## config.mk

```make
export PLATFORM = sky130hd
export DESIGN_NAME = candy_vend_ctrl
export DESIGN_NICKNAME = d
export VERILOG_FILES = /design/src/rtl/candy_vend_pkg.sv /design/src/rtl/candy_coin_sync.sv /design/src/rtl/candy_credit_fsm.sv /design/src/rtl/candy_vend_ctrl.sv
export SDC_FILE = /design/constraint.sdc
export NUM_CORES = 1
export LEC_CHECK = 0
export BUFFER_PORTS_ARGS = -buffer_cell sky130_fd_sc_hd__buf_2
export CAP_MARGIN = 20
export CORE_AREA = 5 5 42 44
export CTS_CLUSTER_DIAMETER = 150
export CTS_CLUSTER_SIZE = 30
export DETAILED_ROUTE_END_ITERATION = 10
export DIE_AREA = 0 0 47 49
export PLACE_DENSITY = 0.45
export REMOVE_ABC_BUFFERS = 1
export SETUP_SLACK_MARGIN = 0.05
export SYNTH_ARGS = -nofsm -noshare
export SYNTH_HDL_FRONTEND = slang
export SYNTH_SLANG_ARGS = --single-unit
```

## constraint.sdc

```tcl
create_clock -name clk -period 2.35 [get_ports clk]
set_input_delay 0.47 -clock clk [delete_from_list [all_inputs] [get_ports clk]]
set_output_delay 0.47 -clock clk [all_outputs]
set_load 0.01 [all_outputs]
```

## src/rtl/candy_vend_pkg.sv

```systemverilog
package candy_vend_pkg;

   // Logical credit states; the order is shared by both encodings.
   typedef enum logic [2:0] {
      CR_ZERO      = 3'd0,
      CR_FIVE      = 3'd1,
      CR_TEN       = 3'd2,
      CR_VEND_ZERO = 3'd3,
      CR_VEND_FIVE = 3'd4
   } credit_e;

   localparam int unsigned CREDIT_STATES = 5;

   // Next-state rule used by the binary encoding.
   // Coin pulses seen in a dispense state are ignored.
   function automatic credit_e credit_next(input credit_e cur,
                                           input logic    nick,
                                           input logic    dime);
      credit_e nxt;
      nxt = cur;
      unique case (cur)
         CR_ZERO: begin
            if (nick)      nxt = CR_FIVE;
            else if (dime) nxt = CR_TEN;
         end
         CR_FIVE: begin
            if (nick)      nxt = CR_TEN;
            else if (dime) nxt = CR_VEND_ZERO;
         end
         CR_TEN: begin
            if (nick)      nxt = CR_VEND_ZERO;
            else if (dime) nxt = CR_VEND_FIVE;
         end
         CR_VEND_ZERO: nxt = CR_ZERO;
         CR_VEND_FIVE: nxt = CR_FIVE;
         default:      nxt = CR_ZERO;
      endcase
      return nxt;
   endfunction

endpackage

```

## src/rtl/candy_coin_sync.sv

```systemverilog
module candy_coin_sync #(
   parameter int unsigned SYNC_STAGES = 2
) (
   input  logic clk,
   input  logic rst,
   input  logic sense_raw,
   output logic coin_pulse
);

   localparam int unsigned LAST = SYNC_STAGES - 1;

   if (SYNC_STAGES < 2) begin : g_bad_depth
      $error("candy_coin_sync: SYNC_STAGES must be at least 2");
   end

   logic [LAST:0] chain_q;
   logic          prev_q;

   always_ff @(posedge clk) begin
      if (rst) begin
         chain_q <= '0;
         prev_q  <= 1'b0;
      end else begin
         chain_q <= {chain_q[LAST-1:0], sense_raw};
         prev_q  <= chain_q[LAST];
      end
   end

   // Rising edge of the synchronized level.
   assign coin_pulse = chain_q[LAST] & ~prev_q;

endmodule

```

## src/rtl/candy_credit_fsm.sv

```systemverilog
module candy_credit_fsm
   import candy_vend_pkg::*;
#(
   parameter bit ONE_HOT = 1'b0
) (
   input  logic    clk,
   input  logic    rst,
   input  logic    nick,
   input  logic    dime,
   output credit_e credit,
   output logic    vend
);

   if (ONE_HOT) begin : g_onehot
      localparam int unsigned B_ZERO = 0;
      localparam int unsigned B_FIVE = 1;
      localparam int unsigned B_TEN  = 2;
      localparam int unsigned B_VZ   = 3;
      localparam int unsigned B_VF   = 4;

      logic [CREDIT_STATES-1:0] hot_q;
      logic [CREDIT_STATES-1:0] hot_d;
      logic                     idle_in;

      assign idle_in = ~nick & ~dime;

      always_comb begin
         hot_d[B_ZERO] = (hot_q[B_ZERO] & idle_in) | hot_q[B_VZ];
         hot_d[B_FIVE] = (hot_q[B_ZERO] & nick) | (hot_q[B_FIVE] & idle_in)
                       | hot_q[B_VF];
         hot_d[B_TEN]  = (hot_q[B_ZERO] & dime) | (hot_q[B_FIVE] & nick)
                       | (hot_q[B_TEN] & idle_in);
         hot_d[B_VZ]   = (hot_q[B_FIVE] & dime) | (hot_q[B_TEN] & nick);
         hot_d[B_VF]   = hot_q[B_TEN] & dime;
      end

      always_ff @(posedge clk) begin
         if (rst) hot_q <= CREDIT_STATES'(1) << B_ZERO;
         else     hot_q <= hot_d;
      end

      always_comb begin
         if      (hot_q[B_VF])   credit = CR_VEND_FIVE;
         else if (hot_q[B_VZ])   credit = CR_VEND_ZERO;
         else if (hot_q[B_TEN])  credit = CR_TEN;
         else if (hot_q[B_FIVE]) credit = CR_FIVE;
         else                    credit = CR_ZERO;
      end

      assign vend = hot_q[B_VZ] | hot_q[B_VF];
   end else begin : g_binary
      credit_e state_q;

      always_ff @(posedge clk) begin
         if (rst) state_q <= CR_ZERO;
         else     state_q <= credit_next(state_q, nick, dime);
      end

      assign credit = state_q;
      assign vend   = (state_q == CR_VEND_ZERO) || (state_q == CR_VEND_FIVE);
   end

endmodule

```

## src/rtl/candy_vend_ctrl.sv

```systemverilog
module candy_vend_ctrl
   import candy_vend_pkg::*;
#(
   parameter int unsigned SYNC_STAGES = 2,
   parameter bit          ONE_HOT     = 1'b0
) (
   input  logic clk,
   input  logic rst,
   input  logic nickel_sense,
   input  logic dime_sense,
   output logic vend
);

   logic    nickel_pulse;
   logic    dime_pulse;
   credit_e credit_now;

   candy_coin_sync #(.SYNC_STAGES(SYNC_STAGES)) u_sync_nickel (
      .clk        (clk),
      .rst        (rst),
      .sense_raw  (nickel_sense),
      .coin_pulse (nickel_pulse)
   );

   candy_coin_sync #(.SYNC_STAGES(SYNC_STAGES)) u_sync_dime (
      .clk        (clk),
      .rst        (rst),
      .sense_raw  (dime_sense),
      .coin_pulse (dime_pulse)
   );

   candy_credit_fsm #(.ONE_HOT(ONE_HOT)) u_fsm (
      .clk    (clk),
      .rst    (rst),
      .nick   (nickel_pulse),
      .dime   (dime_pulse),
      .credit (credit_now),
      .vend   (vend)
   );

endmodule

```

==> results of run 1 <==
-- synthesized netlist by cell type --
library cell  n
or3_2         1
nand2_1       2
a21o_1        1
or3b_2        1
a31oi_1       1
dfxtp_1       9
or4b_4        1
nand3_1       1
nand2b_4      1
nor3_1        1
nor2_1        2
a21oi_2       1
nor2b_1       6
mux2_2        1
nand3b_1      1
and2b_1       1
-- power by group --
part	switching (W)	total [W]	internal, W
sequential	0.00000410	0.000163	0.000159
combinational	0.00000720	0.0000172	0.00000996
clock	0.0000498	0.000115	0.0000652
total	0.0000611	0.000295	0.000234
-- layout make-up --
cell class                      count  share of cell area
Clock buffer                        4              0.0654
Multi-Input combinational cell     22               0.386
Sequential cell                     9               0.449
Tap cell                           16              0.0498
Timing Repair Buffer                4              0.0498
-- worst min-delay path by stage --
stage | depth (start not counted) | end | start | slack (ns)
global route | 2 | u_sync_nickel.chain_q[0] | nickel_sense | 0.43
CTS | 2 | u_sync_nickel.chain_q[0] | nickel_sense | 0.42
finish | 2 | u_sync_nickel.chain_q[0] | nickel_sense | 0.42
floorplan | 1 | u_sync_dime.chain_q[1] | u_sync_dime.chain_q[0] | 0.41
global placement | 1 | u_sync_nickel.chain_q[1] | u_sync_nickel.chain_q[0] | 0.42
detailed placement | 1 | u_sync_dime.chain_q[1] | u_sync_dime.chain_q[0] | 0.43
-- state kept, by name, summed over array words and instances, names as in the netlist --
signal	flops
u_sync_nickel.prev_q	1
u_sync_dime.prev_q	1
u_sync_nickel.chain_q	2
u_sync_dime.chain_q	2
u_fsm.credit	3
-- worst reg2reg max path, delay by kind of cell (launching register included) --
kind	cells	cell delay [ns]
simple gates	1	0.56
flops	1	0.35
compound gates	2	0.19
-- per-layer routing --
| metal | track usage | vias to the layer above | share of wire |
|---|---|---|---|
| met5 | 0 | - | 0 |
| met4 | 0.0553 | 0 | 0 |
| met3 | 0.0332 | 0 | 0.078 |
| met2 | 0.0588 | 5 | 0.47 |
| met1 | 0.0670 | 101 | 0.45 |
| li1 | - | 122 | - |
-- cells by family after synthesis --
group	after synthesis	synth area share
simple gates	18	0.362
flops	9	0.537
compound gates	3	0.0672
mux	1	0.0336
-- stage by stage --
step | instances | area, um^2 | power [W] | utilization
global route | 55 | 402 | 0.000316 | 0.287
finish | 55 | 402 | 0.000295 | 0.287
CTS | 55 | 402 | 0.000304 | 0.287
floorplan | 31 | 335 | 0.000177 | -
global placement | 51 | 375 | 0.000183 | 0.268
detailed placement | 51 | 375 | 0.000184 | 0.268
==> results.md, run 1 <==
- Seq/Total Area, Yosys: 0.537
- Largest buffer count on any clock path: 2
- Overall Global Routing Usage: 0.0545
- Post-Syn Instances: 31
- Count of cell types in the netlist: 16
- Final net count: 44
- Final number of setup-violating endpoints: 0
- Register clock-pin slew on the reported worst setup and hold paths: 0.06 ns
- Worst path cell trace: or3b_2 > nand2_1 > buf_2
- Critical-path top delay cell: or3b_2
- Drc violations: 0
- Setup Fix Bufs, Post-CTS: 0
- Pins over their slew limit: 0
- TritonCTS clock tree: yes
- Maximum clock frequency: 0.555 GHz
- Routed Wire Length: 512 um
- FILL cells: 162
- Clk Tree Root Cell: clkbuf_4
- Core box area: 1400 um^2
- Number of antenna-violating nets in the routed design: 0
- Wire length of the first global-routing pass: just over 800 um
- Crit share post-route: 0.767
- Stage delay of the slowest cell on the critical path: 0.48 ns
- First element of the critical path: u_fsm.credit[2]
- Worst reg-to-reg setup slack: 1.20 ns
- Area growth, synth to finish: 19.8%
- Pin count of the biggest net entering global routing: 10
- Setup repair after global routing missed its margin: false
- Post-detailed-route wirelength per cell: 9.31 um
- Critical R2R Capture: u_fsm.credit[1]
- Fin crit period: ~1.8 ns
- Class of the tightest hold or removal check: input pin to flop
- CP arrival: 1.33 ns
- Clock insertion delay at the later pin of the skew report: 0.25 ns
- Area share of the leading cell type in the synthesized netlist: 0.537
- Remaining global-route overflow: 0
- Vias in the first global route: 205
- I/O pins: 5
- FF+latch count, synth: 9
- Number of clock sinks: 9
- Crit. path cell count: 3
- Total power density per cell area: 735 nW/um^2
- Chip Width: around 47 um
- Area enclosed by the die boundary: 2300 um^2
- Clock buffers created by TritonCTS: 3
- Footprint of the multi-input gates: 155 um^2
- Run status: complete, no violations
- Post-DP HPWL: roughly 370 um
- Cts hold-fix bufs: 0
- End of the critical path: vend
- Classification of the worst setup path: flop to output port
- Global placer's final weighted congestion: roughly 0.59
- Top cell type by total area after synthesis: dfxtp_1
- Critical path launch point type: flop
- Clock skew after layout: 0.00198 ns
- Post-Syn Area per Cell: 10.8 um^2
- Starting Density: 0.239
- Sequential cell area: 180 um^2
- Max H-tree Level: 1
- Vias per Instance: 4.15
- Most common cell after layout, fill and taps aside: dfxtp_1
- Post-route setup TNS: 0 ns
- Vertical die dimension: 49 um
- Peak ir drop on the vdd network: 0.279 mV
- Antenna Cells: 0
- Transition time at the pin with the least slew margin: 0.221 ns
- Ratio of cells with drive above 1 in the final layout: 0.333
- Worst-case setup margin in the final layout: 0.549 ns
- Depth of the most critical reg-to-reg path: 3
- Worst slew margin relative to its limit: 0.852
- Commonest non-fill, non-tap cells in the layout: dfxtp_1 (9), nor2b_1 (6), buf_2 (4)
- Mapped Area: 335 um^2
- Reg-to-Reg Start: u_fsm.credit[0]
- Maximum capacitance violations: 0
- Cell row count: 14
- Number of buffers and inverters on the critical path: 1
- Antenna violations before repair: 0
- Via count: between 200 and 250
- Standby leakage power: 0.170 nW
- Maximum net fanout on the critical path: 6
- Post-placement worst setup slack: 0.820 ns
- Largest cells by area after synthesis: dfxtp_1 (54%), nor2b_1 (11%), nand2b_4 (4.1%)
- Violation count after the first detailed-routing iteration: 3
- Worst hold margin: 0.424 ns
- Kind of capture point of the worst setup path: output port
- Kind of cell adding the most delay to the critical path: simple AND/OR/NAND/NOR gates
- Req. time, crit path: 1.88 ns
- Resized cells post-CTS: 0
- Total count of hold-check failures in the final report: 0
- Ys Warns: 0
- Detailed-routing iteration count for the pre-antenna-repair pass: 2
- I/O Buffers: 4
No activity file was read; power rests on OpenSTA's default activity.
==> run 2, diff against run 1 <==
==> constraint.sdc (replaced) <==
create_clock -name clk -period 1.7 [get_ports clk]
set_input_delay 0.34 -clock clk [delete_from_list [all_inputs] [get_ports clk]]
set_output_delay 0.34 -clock clk [all_outputs]
set_load 0.01 [all_outputs]
==> results.md, run 2 (synthesized netlist as in run 1, its figures left out) <==
- Clock skew after layout: 0.000947 ns
- Number of clock sinks: 9
- Total power density per cell area: 1000 nW/um^2
- Vias per Instance: 4.31
- Antenna Cells: 0
- Fin crit period: 1.52 ns
- Worst min-delay path endpoint: u_sync_dime.chain_q[0]
- Kind of capture point of the worst setup path: output port
- Standby leakage power: 0.174 nW
- Final net count: 44
- Run status: complete, no violations
- Footprint of the multi-input gates: 158 um^2
- Final number of setup-violating endpoints: 0
- Sequential cell area: approximately 190 um^2
- Setup repair after global routing missed its margin: false
- Antenna violations before repair: 0
- Post-detailed-route wirelength per cell: 9.49 um
- Cell row count: 14
- I/O Buffers: 4
- Routed Wire Length: about 520 um
- CP arrival: 1.18 ns
- Number of antenna-violating nets in the routed design: 0
- Starting Density: 0.239
- Ratio of cells with drive above 1 in the final layout: 0.385
- Critical R2R Capture: u_fsm.credit[1]
- Remaining global-route overflow: 0
- Clock buffers created by TritonCTS: 3
- Clock insertion delay at the later pin of the skew report: 0.26 ns
- Cts hold-fix bufs: 0
- Hold depth: 2
- Most common cell after layout, fill and taps aside: dfxtp_1
- Area growth, synth to finish: 22.0%
- Worst path cell trace: or3b_4 > nand2_1 > buf_2
- I/O pins: 5
- Drc violations: 0
- Commonest non-fill, non-tap cells in the layout: dfxtp_1 (7), nor2b_1 (6), buf_2 (4)
- FILL cells: around 160
- Transition time at the pin with the least slew margin: between 0.2 and 0.25 ns
- Vias in the first global route: ~230
- Req. time, crit path: between 1 and 1.5 ns
- Core box area: 1400 um^2
- Maximum net fanout on the critical path: 6
- Register clock-pin slew on the reported worst setup and hold paths: approximately 0.06 ns
- Depth of the most critical reg-to-reg path: 3
- Critical-path top delay cell: or3b_4
- Pins over their slew limit: 0
- Class of the tightest hold or removal check: input pin to flop
- Pin count of the biggest net entering global routing: 10
- Vertical die dimension: 49 um
- Total count of hold-check failures in the final report: 0
- Detailed-routing iteration count for the pre-antenna-repair pass: 2
- Worst slew margin relative to its limit: 0.842
- Classification of the worst setup path: flop to output port
- Reg-to-Reg Start: u_fsm.credit[0]
- Largest buffer count on any clock path: 2
- Worst reg-to-reg setup slack: roughly 0.56 ns
- Global placer's final weighted congestion: about 0.6
- Via count: 237
- Violation count after the first detailed-routing iteration: 1
- Largest register FFs: 3
- Overall Global Routing Usage: 0.0636
- Area enclosed by the die boundary: between 2000 and 2500 um^2
- Post-DP HPWL: 389 um
- Maximum clock frequency: 0.657 GHz
- Kind of cell adding the most delay to the critical path: simple AND/OR/NAND/NOR gates
- Number of buffers and inverters on the critical path: 1
- Max H-tree Level: 1
- Peak ir drop on the vdd network: 0.294 mV
- Critical path launch point type: flop
- Stage delay of the slowest cell on the critical path: 0.38 ns
- Crit share post-route: 0.895
- Chip Width: 47 um
- Maximum capacitance violations: 0
- Fin util: 0.292
- TritonCTS clock tree: yes
- Clk Tree Root Cell: clkbuf_4
- Post-route setup TNS: 0 ns
- Wire length of the first global-routing pass: 945 um
- Hold Startpoint: dime_sense
[run 2: changes by cell type in the layout (fill, tap and decap cells not counted)]
cell	previous run	this run
or3b_4	0	1
dfxtp_4	0	1
or3b_2	1	0
dfxtp_1	9	7
dfxtp_2	0	1
[run 2: how the worst max path moves through the flow]
stage               cells after the start  slack, ns   end       startpoint
global route                            3       0.13  vend  u_fsm.credit[2]
global placement                        3       0.33  vend  u_fsm.credit[2]
floorplan                               2       0.43  vend  u_fsm.credit[2]
finish                                  3       0.18  vend  u_fsm.credit[2]
CTS                                     3       0.05  vend  u_fsm.credit[0]
detailed placement                      3       0.30  vend  u_fsm.credit[2]
[run 2: stage by stage]
| step | setup slack (ns) | total power, W | hold slack (ns) | std cells | instance area [um^2] |
|---|---|---|---|---|---|
| final | 0.178 | 0.000409 | 0.290 | 55 | 409 |
| after floorplan | 0.429 | 0.000245 | 0.409 | 31 | 335 |
| after global routing | 0.128 | 0.000437 | 0.279 | 55 | 409 |
| after CTS | 0.0500 | 0.000422 | 0.276 | 55 | 403 |
| after detailed placement | 0.303 | 0.000254 | 0.433 | 51 | 375 |
| after global placement | 0.326 | 0.000253 | 0.422 | 51 | 375 |
[run 2: what timing repair did]
action                                  in CTS  in global routing
cloned                                       0                  0
endpoints found under the hold margin        0                  0
endpoints found under the setup margin       1                  1
setup buffers                                0                  0
resized for setup                            1                  3
[run 2: where the power goes]
group	switching, W	total [W]	leakage, nW	internal, W
registers	0.00000557	0.000224	0.0750	0.000218
logic	0.0000103	0.0000241	0.0840	0.0000139
clock network	0.0000709	0.000161	0.0150	0.0000902
total	0.0000868	0.000409	0.174	0.000322
[run 2: cell type report]
type | instances | area share
clock buffers | 4 | 0.0642
multi-input cells | 22 | 0.385
flip-flops and latches | 9 | 0.453
well taps | 16 | 0.0489
repair buffers | 4 | 0.0489
[run 2: routing by layer]
layer / up-vias / global-route usage / part of all wire
met5: - / 0 / 0
met2: 7 / 0.0769 / 0.48
met3: 4 / 0.0332 / 0.084
met4: 0 / 0.0829 / 0.042
met1: 104 / 0.0643 / 0.39
li1: 122 / - / -
